--- config.mk ---
export PLATFORM = sky130hd
export DESIGN_NAME = exr_unit
export DESIGN_NICKNAME = d
export VERILOG_FILES = /design/src/rtl/exr_pkg.sv /design/src/rtl/exr_status.sv /design/src/rtl/exr_addr.sv /design/src/rtl/exr_rdmux.sv /design/src/rtl/exr_unit.sv
export SDC_FILE = /design/constraint.sdc
export NUM_CORES = 1
export LEC_CHECK = 0
export BUFFER_PORTS_ARGS = -buffer_cell sky130_fd_sc_hd__buf_2
export CORE_ASPECT_RATIO = 1.1
export CORE_UTILIZATION = 45
export CTS_BUF_LIST = sky130_fd_sc_hd__clkbuf_16
export CTS_CLUSTER_SIZE = 30
export DETAILED_ROUTE_END_ITERATION = 12
export GPL_TIMING_DRIVEN = 0
export PLACE_DENSITY = 0.81
export SYNTH_ARGS = -nofsm -noshare
export SYNTH_HDL_FRONTEND = slang
export SYNTH_SLANG_ARGS = --single-unit
--- constraint.sdc ---
create_clock -name clk -period 1.6 [get_ports clk]
set_clock_uncertainty 0.2 [all_clocks]
set_input_delay 0.08 -clock clk [delete_from_list [all_inputs] [get_ports clk]]
set_output_delay 0.08 -clock clk [all_outputs]
set_load 0.02 [all_outputs]
--- src/rtl/exr_pkg.sv ---
package exr_pkg;

   localparam int unsigned SM_POS   = 7;
   localparam int unsigned IE_POS   = 6;
   localparam int unsigned CD_POS   = 0;
   localparam int unsigned LVL_SHIFT = 8;

   localparam int unsigned IDX_STATUS = 0;
   localparam int unsigned IDX_OUTER  = 1;
   localparam int unsigned IDX_RA1    = 2;
   localparam int unsigned IDX_RA2    = 3;

   typedef struct packed {
      logic sm;
      logic ie;
      logic cd;
   } flags_t;

   function automatic flags_t pick_flags(input logic [15:0] w, input bit upper);
      flags_t f;
      if (upper) begin
         f.sm = w[LVL_SHIFT + SM_POS];
         f.ie = w[LVL_SHIFT + IE_POS];
         f.cd = w[LVL_SHIFT + CD_POS];
      end else begin
         f.sm = w[SM_POS];
         f.ie = w[IE_POS];
         f.cd = w[CD_POS];
      end
      return f;
   endfunction

   function automatic logic [15:0] place_flags(input flags_t lo, input flags_t hi);
      logic [15:0] w;
      w = '0;
      w[SM_POS] = lo.sm;
      w[IE_POS] = lo.ie;
      w[CD_POS] = lo.cd;
      w[LVL_SHIFT + SM_POS] = hi.sm;
      w[LVL_SHIFT + IE_POS] = hi.ie;
      w[LVL_SHIFT + CD_POS] = hi.cd;
      return w;
   endfunction

endpackage

--- src/rtl/exr_status.sv ---
module exr_status
   import exr_pkg::*;
(
   input  logic   clk,
   input  logic   rst_n,
   input  logic   wr_status,
   input  logic   wr_outer,
   input  flags_t wcur,
   input  flags_t wsav,
   input  flags_t wouter,
   input  logic   pop,
   output flags_t cur_q,
   output flags_t sav_q,
   output flags_t outer_q
);

   always_ff @(posedge clk) begin
      if (!rst_n) begin
         cur_q   <= '0;
         sav_q   <= '0;
         outer_q <= '0;
      end else if (pop) begin
         cur_q <= sav_q;
         sav_q <= outer_q;
      end else begin
         if (wr_status) begin
            cur_q <= wcur;
            sav_q <= wsav;
         end
         if (wr_outer) begin
            outer_q <= wouter;
         end
      end
   end

   AST_CUR_POP: assert property (@(posedge clk) disable iff (!rst_n)
      pop |=> cur_q == $past(sav_q));
   AST_SAV_POP: assert property (@(posedge clk) disable iff (!rst_n)
      pop |=> sav_q == $past(outer_q));
   AST_OUTER_KEEP: assert property (@(posedge clk) disable iff (!rst_n)
      pop |=> $stable(outer_q));
   AST_STATUS_IDLE: assert property (@(posedge clk) disable iff (!rst_n)
      (!pop && !wr_status) |=> ($stable(cur_q) && $stable(sav_q)));

endmodule

--- src/rtl/exr_addr.sv ---
module exr_addr #(
   parameter int unsigned AW    = 32,
   parameter int unsigned ALIGN = 2
) (
   input  logic          clk,
   input  logic          rst_n,
   input  logic          wr_ra1,
   input  logic          wr_ra2,
   input  logic [AW-1:0] wdata,
   input  logic          pop,
   output logic [AW-1:0] ra1_q,
   output logic [AW-1:0] ra2_q,
   output logic [AW-1:0] redirect
);

   always_ff @(posedge clk) begin
      if (!rst_n) begin
         ra1_q <= '0;
         ra2_q <= '0;
      end else if (pop) begin
         ra1_q <= ra2_q;
      end else begin
         if (wr_ra1) ra1_q <= wdata;
         if (wr_ra2) ra2_q <= wdata;
      end
   end

   if (ALIGN == 0) begin : g_noalign
      assign redirect = ra1_q;
   end else begin : g_align
      assign redirect = {ra1_q[AW-1:ALIGN], {ALIGN{1'b0}}};
   end

   AST_RA1_POP: assert property (@(posedge clk) disable iff (!rst_n)
      pop |=> ra1_q == $past(ra2_q));
   AST_RA2_KEEP: assert property (@(posedge clk) disable iff (!rst_n)
      pop |=> $stable(ra2_q));

endmodule

--- src/rtl/exr_rdmux.sv ---
module exr_rdmux
   import exr_pkg::*;
#(
   parameter int unsigned DW    = 32,
   parameter int unsigned AW    = 32,
   parameter int unsigned IDX_W = 4
) (
   input  logic [IDX_W-1:0] idx,
   input  flags_t           cur,
   input  flags_t           sav,
   input  flags_t           outer,
   input  logic [AW-1:0]    ra1,
   input  logic [AW-1:0]    ra2,
   output logic [DW-1:0]    rdata
);

   logic [DW-1:0] ra1_ext, ra2_ext;

   if (AW == DW) begin : g_full
      assign ra1_ext = ra1;
      assign ra2_ext = ra2;
   end else begin : g_ext
      assign ra1_ext = {{(DW-AW){1'b0}}, ra1};
      assign ra2_ext = {{(DW-AW){1'b0}}, ra2};
   end

   always_comb begin
      rdata = '0;
      if (idx == IDX_W'(IDX_STATUS))
         rdata[15:0] = place_flags(cur, sav);
      else if (idx == IDX_W'(IDX_OUTER))
         rdata[15:0] = place_flags(outer, '0);
      else if (idx == IDX_W'(IDX_RA1))
         rdata = ra1_ext;
      else if (idx == IDX_W'(IDX_RA2))
         rdata = ra2_ext;
   end

endmodule

--- src/rtl/exr_unit.sv ---
module exr_unit
   import exr_pkg::*;
#(
   parameter int unsigned DW    = 32,
   parameter int unsigned AW    = 32,
   parameter int unsigned IDX_W = 4,
   parameter int unsigned ALIGN = 2
) (
   input  logic             clk,
   input  logic             rst_n,
   input  logic             creg_we,
   input  logic [IDX_W-1:0] creg_idx,
   input  logic [DW-1:0]    creg_wdata,
   output logic [DW-1:0]    creg_rdata,
   input  logic             ret_strobe,
   output logic             redirect_valid,
   output logic [AW-1:0]    redirect_pc
);

   if (DW < 16) begin : g_chk_dw
      $error("exr_unit: DW must be at least 16");
   end
   if (AW > DW || AW <= ALIGN) begin : g_chk_aw
      $error("exr_unit: AW must satisfy ALIGN < AW <= DW");
   end
   if (IDX_W < 2) begin : g_chk_idx
      $error("exr_unit: IDX_W must be at least 2");
   end

   logic   acc;
   logic   wr_status, wr_outer, wr_ra1, wr_ra2;
   flags_t cur_q, sav_q, outer_q;
   logic [AW-1:0] ra1_q, ra2_q;

   assign acc       = creg_we && !ret_strobe;
   assign wr_status = acc && (creg_idx == IDX_W'(IDX_STATUS));
   assign wr_outer  = acc && (creg_idx == IDX_W'(IDX_OUTER));
   assign wr_ra1    = acc && (creg_idx == IDX_W'(IDX_RA1));
   assign wr_ra2    = acc && (creg_idx == IDX_W'(IDX_RA2));

   exr_status u_status (
      .clk       (clk),
      .rst_n     (rst_n),
      .wr_status (wr_status),
      .wr_outer  (wr_outer),
      .wcur      (pick_flags(creg_wdata[15:0], 1'b0)),
      .wsav      (pick_flags(creg_wdata[15:0], 1'b1)),
      .wouter    (pick_flags(creg_wdata[15:0], 1'b0)),
      .pop       (ret_strobe),
      .cur_q     (cur_q),
      .sav_q     (sav_q),
      .outer_q   (outer_q)
   );

   exr_addr #(.AW(AW), .ALIGN(ALIGN)) u_addr (
      .clk      (clk),
      .rst_n    (rst_n),
      .wr_ra1   (wr_ra1),
      .wr_ra2   (wr_ra2),
      .wdata    (creg_wdata[AW-1:0]),
      .pop      (ret_strobe),
      .ra1_q    (ra1_q),
      .ra2_q    (ra2_q),
      .redirect (redirect_pc)
   );

   exr_rdmux #(.DW(DW), .AW(AW), .IDX_W(IDX_W)) u_rd (
      .idx   (creg_idx),
      .cur   (cur_q),
      .sav   (sav_q),
      .outer (outer_q),
      .ra1   (ra1_q),
      .ra2   (ra2_q),
      .rdata (creg_rdata)
   );

   assign redirect_valid = ret_strobe;

   AST_RET_TARGET: assert property (@(posedge clk) disable iff (!rst_n)
      redirect_valid |-> (redirect_pc[AW-1:ALIGN] == ra1_q[AW-1:ALIGN]));
   AST_RET_WINS: assert property (@(posedge clk) disable iff (!rst_n)
      (ret_strobe && creg_we && creg_idx == IDX_W'(IDX_OUTER)) |=> $stable(outer_q));

endmodule

==> impl_metrics.env <==
export IMPL_outcome="complete, but fails checks"
export IMPL_violations="setup timing"
export IMPL_critPathCaptureType="primary output"
export IMPL_power_density_mw_per_mm2=922
export IMPL_gr_usage_met1=0.335
export IMPL_portBuffers=101
export IMPL_syn_area_per_cell_um2=8.21
export IMPL_slew_viol_final=0
export IMPL_gp_congestion=0.941
export IMPL_synthCells=473
export IMPL_die_h_um=99.5
export IMPL_avgViaCountPerCell=6.16
export IMPL_finalWorstSetupSlack_ns=-0.107
export IMPL_routed_wl_um=14000
export IMPL_clock_tree_root_cell="clkbuf_16"
export IMPL_leakage_nw=2.28
export IMPL_crit_path_start_kind="flop"
export IMPL_place_inst=686
export IMPL_cp_cell_sequence="mux4_2, nor2b_4, buf_6"
export IMPL_drive_gt1_frac=0.328
export IMPL_yosys_area_top_type="dfxtp_1"
export IMPL_p_total_mw=5.12
export IMPL_drt_wirelength_per_cell_um=18.6
export IMPL_fin_nets=679
export IMPL_clk_pin_slew_worst_paths_ns=0.06
export IMPL_final_area_mm2=0.00555
export IMPL_slowest_delay_ns=0.49
export IMPL_grt_pass1_wl_um=20100
export IMPL_grt_met3_usage=0.0528
export IMPL_synthDominantCellAreaShare=0.376
export IMPL_dpl_cell_area_mm2=0.00453
export IMPL_grt_pass1_vias=4243
export IMPL_rsz0062_at_grt="yes"
export IMPL_cts_inserted_buffers=9
export IMPL_met2_usage=0.461
export IMPL_synth_cell_types=30
export IMPL_fp_dieArea_mm2=0.00901
export IMPL_hold_class="in2reg"
export IMPL_criticalPathCategory="reg2out"
export IMPL_finalNonFillerCells=755
export IMPL_synth_seq_area_share=0.376
export IMPL_worst_ep_arrival_time_ns=1.43
export IMPL_cts_max_level=3
export IMPL_drt_first_pass_iters=6
export IMPL_drc=0
export IMPL_worstPathMaxFanout=3
export IMPL_max_cap_viol_count=0
export IMPL_clockBufferDepth=2
export IMPL_synth_warning_count=0
export IMPL_grt_use_total=0.280
export IMPL_grt_max_degree=13
export IMPL_relSlewSlack=0.640
export IMPL_placementRows=35
export IMPL_cp_required_ns=1.32
export IMPL_grt_busiest_layer="met2"
export IMPL_final_hold_viol_count=0
export IMPL_finalSetupViolCount=6
export IMPL_grt_ovfl_total=0
export IMPL_antenna_found_initial=0
export IMPL_start_util=0.464
export IMPL_postRouteAntennaNets=0
export IMPL_dp_hpwl_um=8340
export IMPL_worst_pin_slew_ns=0.541
export IMPL_vias=4649
export IMPL_crit_slowest_cell="mux4_2"
export IMPL_post_place_ws_ns=-0.295
export IMPL_die_w_um=90.6
export IMPL_ios=105
export IMPL_core_mm2=0.00836
export IMPL_post_route_period_util=1.07
export IMPL_fmax_ghz=0.586
export IMPL_ir_worst_vdd_uv=610
export IMPL_clock_sinks=73
export IMPL_clock_latency_ns=0.34
export IMPL_final_core_util=0.664
export IMPL_n_antenna_cell=0
export IMPL_cts_tree="yes"
export IMPL_n_fill_cell=648
export IMPL_synth_area_leaders="dfxtp_1 38%, o21ai_1 7.9%, a21boi_1 6.8%"
export IMPL_dr_first_iter_drc_count=561
export IMPL_yosys_register_bits=73
export IMPL_syn_area_mm2=0.00388
export IMPL_synthToLayoutAreaGrowth_pct=43.0
export IMPL_fin_crit_ns=1.71
-- state kept, by name (all words and copies together), names as in the netlist --
| name | count |
|---|---|
| u_addr.ra1_q | 32 |
| u_status.cur_q | 3 |
| u_addr.ra2_q | 32 |
| u_status.outer_q | 3 |
| u_status.sav_q | 3 |
-- cells in the mapped netlist --
cell,instances
buf_2,16
nand3_1,35
nor2b_1,5
dfxtp_1,73
nor2_1,4
conb_1,1
nor4b_4,1
nand2b_1,2
mux2i_1,3
mux4_2,3
a21boi_1,35
a31oi_1,38
clkbuf_1,31
buf_6,3
or4b_1,1
nor2_4,2
or3b_1,1
inv_1,1
buf_4,34
or2_2,1
a21oi_1,38
a2bb2oi_1,3
buf_1,1
o21ai_0,50
nand2_1,1
a22o_1,26
o21ai_1,61
nor3b_1,1
and2_1,1
or2_1,1
-- area by class of cell --
class                           count  area (um2)  area share
Multi-Input combinational cell    315        1970       0.355
Sequential cell                    73        1480       0.266
Timing Repair Buffer              155        1090       0.197
Buffer                             84         515      0.0928
Clock buffer                        9         225      0.0405
Tap cell                          111         139      0.0250
Clock inverter                      7         133      0.0239
Inverter                            1        3.75    0.000676
-- worst max-delay path: cells and delay by family, from the launching register on --
family	cells	cell delay, ns
buf+inv	1	0.12
mux	1	0.49
flops	1	0.33
simple gates	1	0.15
-- per-stage QoR --
stage,setup TNS [ns],hold WS (ns)
2_1_floorplan,0,0.0266
3_3_place_gp,-4.16,0.148
3_5_place_dp,-6.25,0.158
4_1_cts,-0.239,0.0146
5_1_grt,-1.11,0.0709
6_report,-0.314,0.0471
-- kinds of logic (layout without fill, tap and decap cells) --
kind of cell | Yosys count | after routing | share of synthesized area
buf+inv | 86 | 256 | 0.127
mux | 6 | 6 | 0.0251
other cells | 1 | 2 | 0.000965
compound gates | 251 | 251 | 0.386
flops | 73 | 73 | 0.376
simple gates | 56 | 56 | 0.0847
-- what timing repair did --
action	4_1_cts	5_1_grt
pin swaps	2	7
gates cloned	0	2
setup endpoints to repair	26	37
hold endpoints to repair	73	0
hold buffers	38	0
resized for setup	23	42
setup buffers	5	9
-- metal layers --
layer / part of all wire / vias up
met5: 0 / -
met4: 0.049 / 0
met3: 0.10 / 81
met2: 0.47 / 371
met1: 0.37 / 2136
li1: - / 2061
-- cells in the final DEF, fill, tap and decap left out, drive strengths merged --
master | synthesis | final
a21boi | 35 | 35
a21oi | 38 | 38
a22o | 26 | 26
a2bb2oi | 3 | 3
a31oi | 38 | 38
and2 | 1 | 1
buf | 54 | 171
bufinv | 0 | 4
clkbuf | 31 | 39
clkinv | 0 | 3
conb | 1 | 2
dfxtp | 73 | 73
dlygate4sd3 | 0 | 38
inv | 1 | 1
mux2i | 3 | 3
mux4 | 3 | 3
nand2 | 1 | 1
nand2b | 2 | 2
nand3 | 35 | 35
nor2 | 6 | 6
nor2b | 5 | 5
nor3b | 1 | 1
nor4b | 1 | 1
o21ai | 111 | 111
or2 | 2 | 2
or3b | 1 | 1
or4b | 1 | 1
-- where the power goes --
part | internal [mW] | switching [mW]
Sequential | 1.88 | 0.0426
Clock | 1.67 | 0.775
Combinational | 0.326 | 0.432
-- path summary, 6_finish.rpt --
kind / end / slack [ns] / startpoint / depth (start not counted)
min: u_addr.ra2_q[9]$_SDFFE_PN0P_ / 0.05 / rst_n / 2
max: creg_rdata[0] / -0.11 / u_status.outer_q[0]$_SDFFE_PN0P_ / 3
min reg2reg: u_addr.ra1_q[0]$_SDFFE_PN0P_ / 0.28 / u_addr.ra1_q[0]$_SDFFE_PN0P_ / 2
max reg2reg: u_status.sav_q[2]$_SDFFE_PN0P_ / 0.49 / u_status.outer_q[2]$_SDFFE_PN0P_ / 3
(Power assumes the default switching activity.)
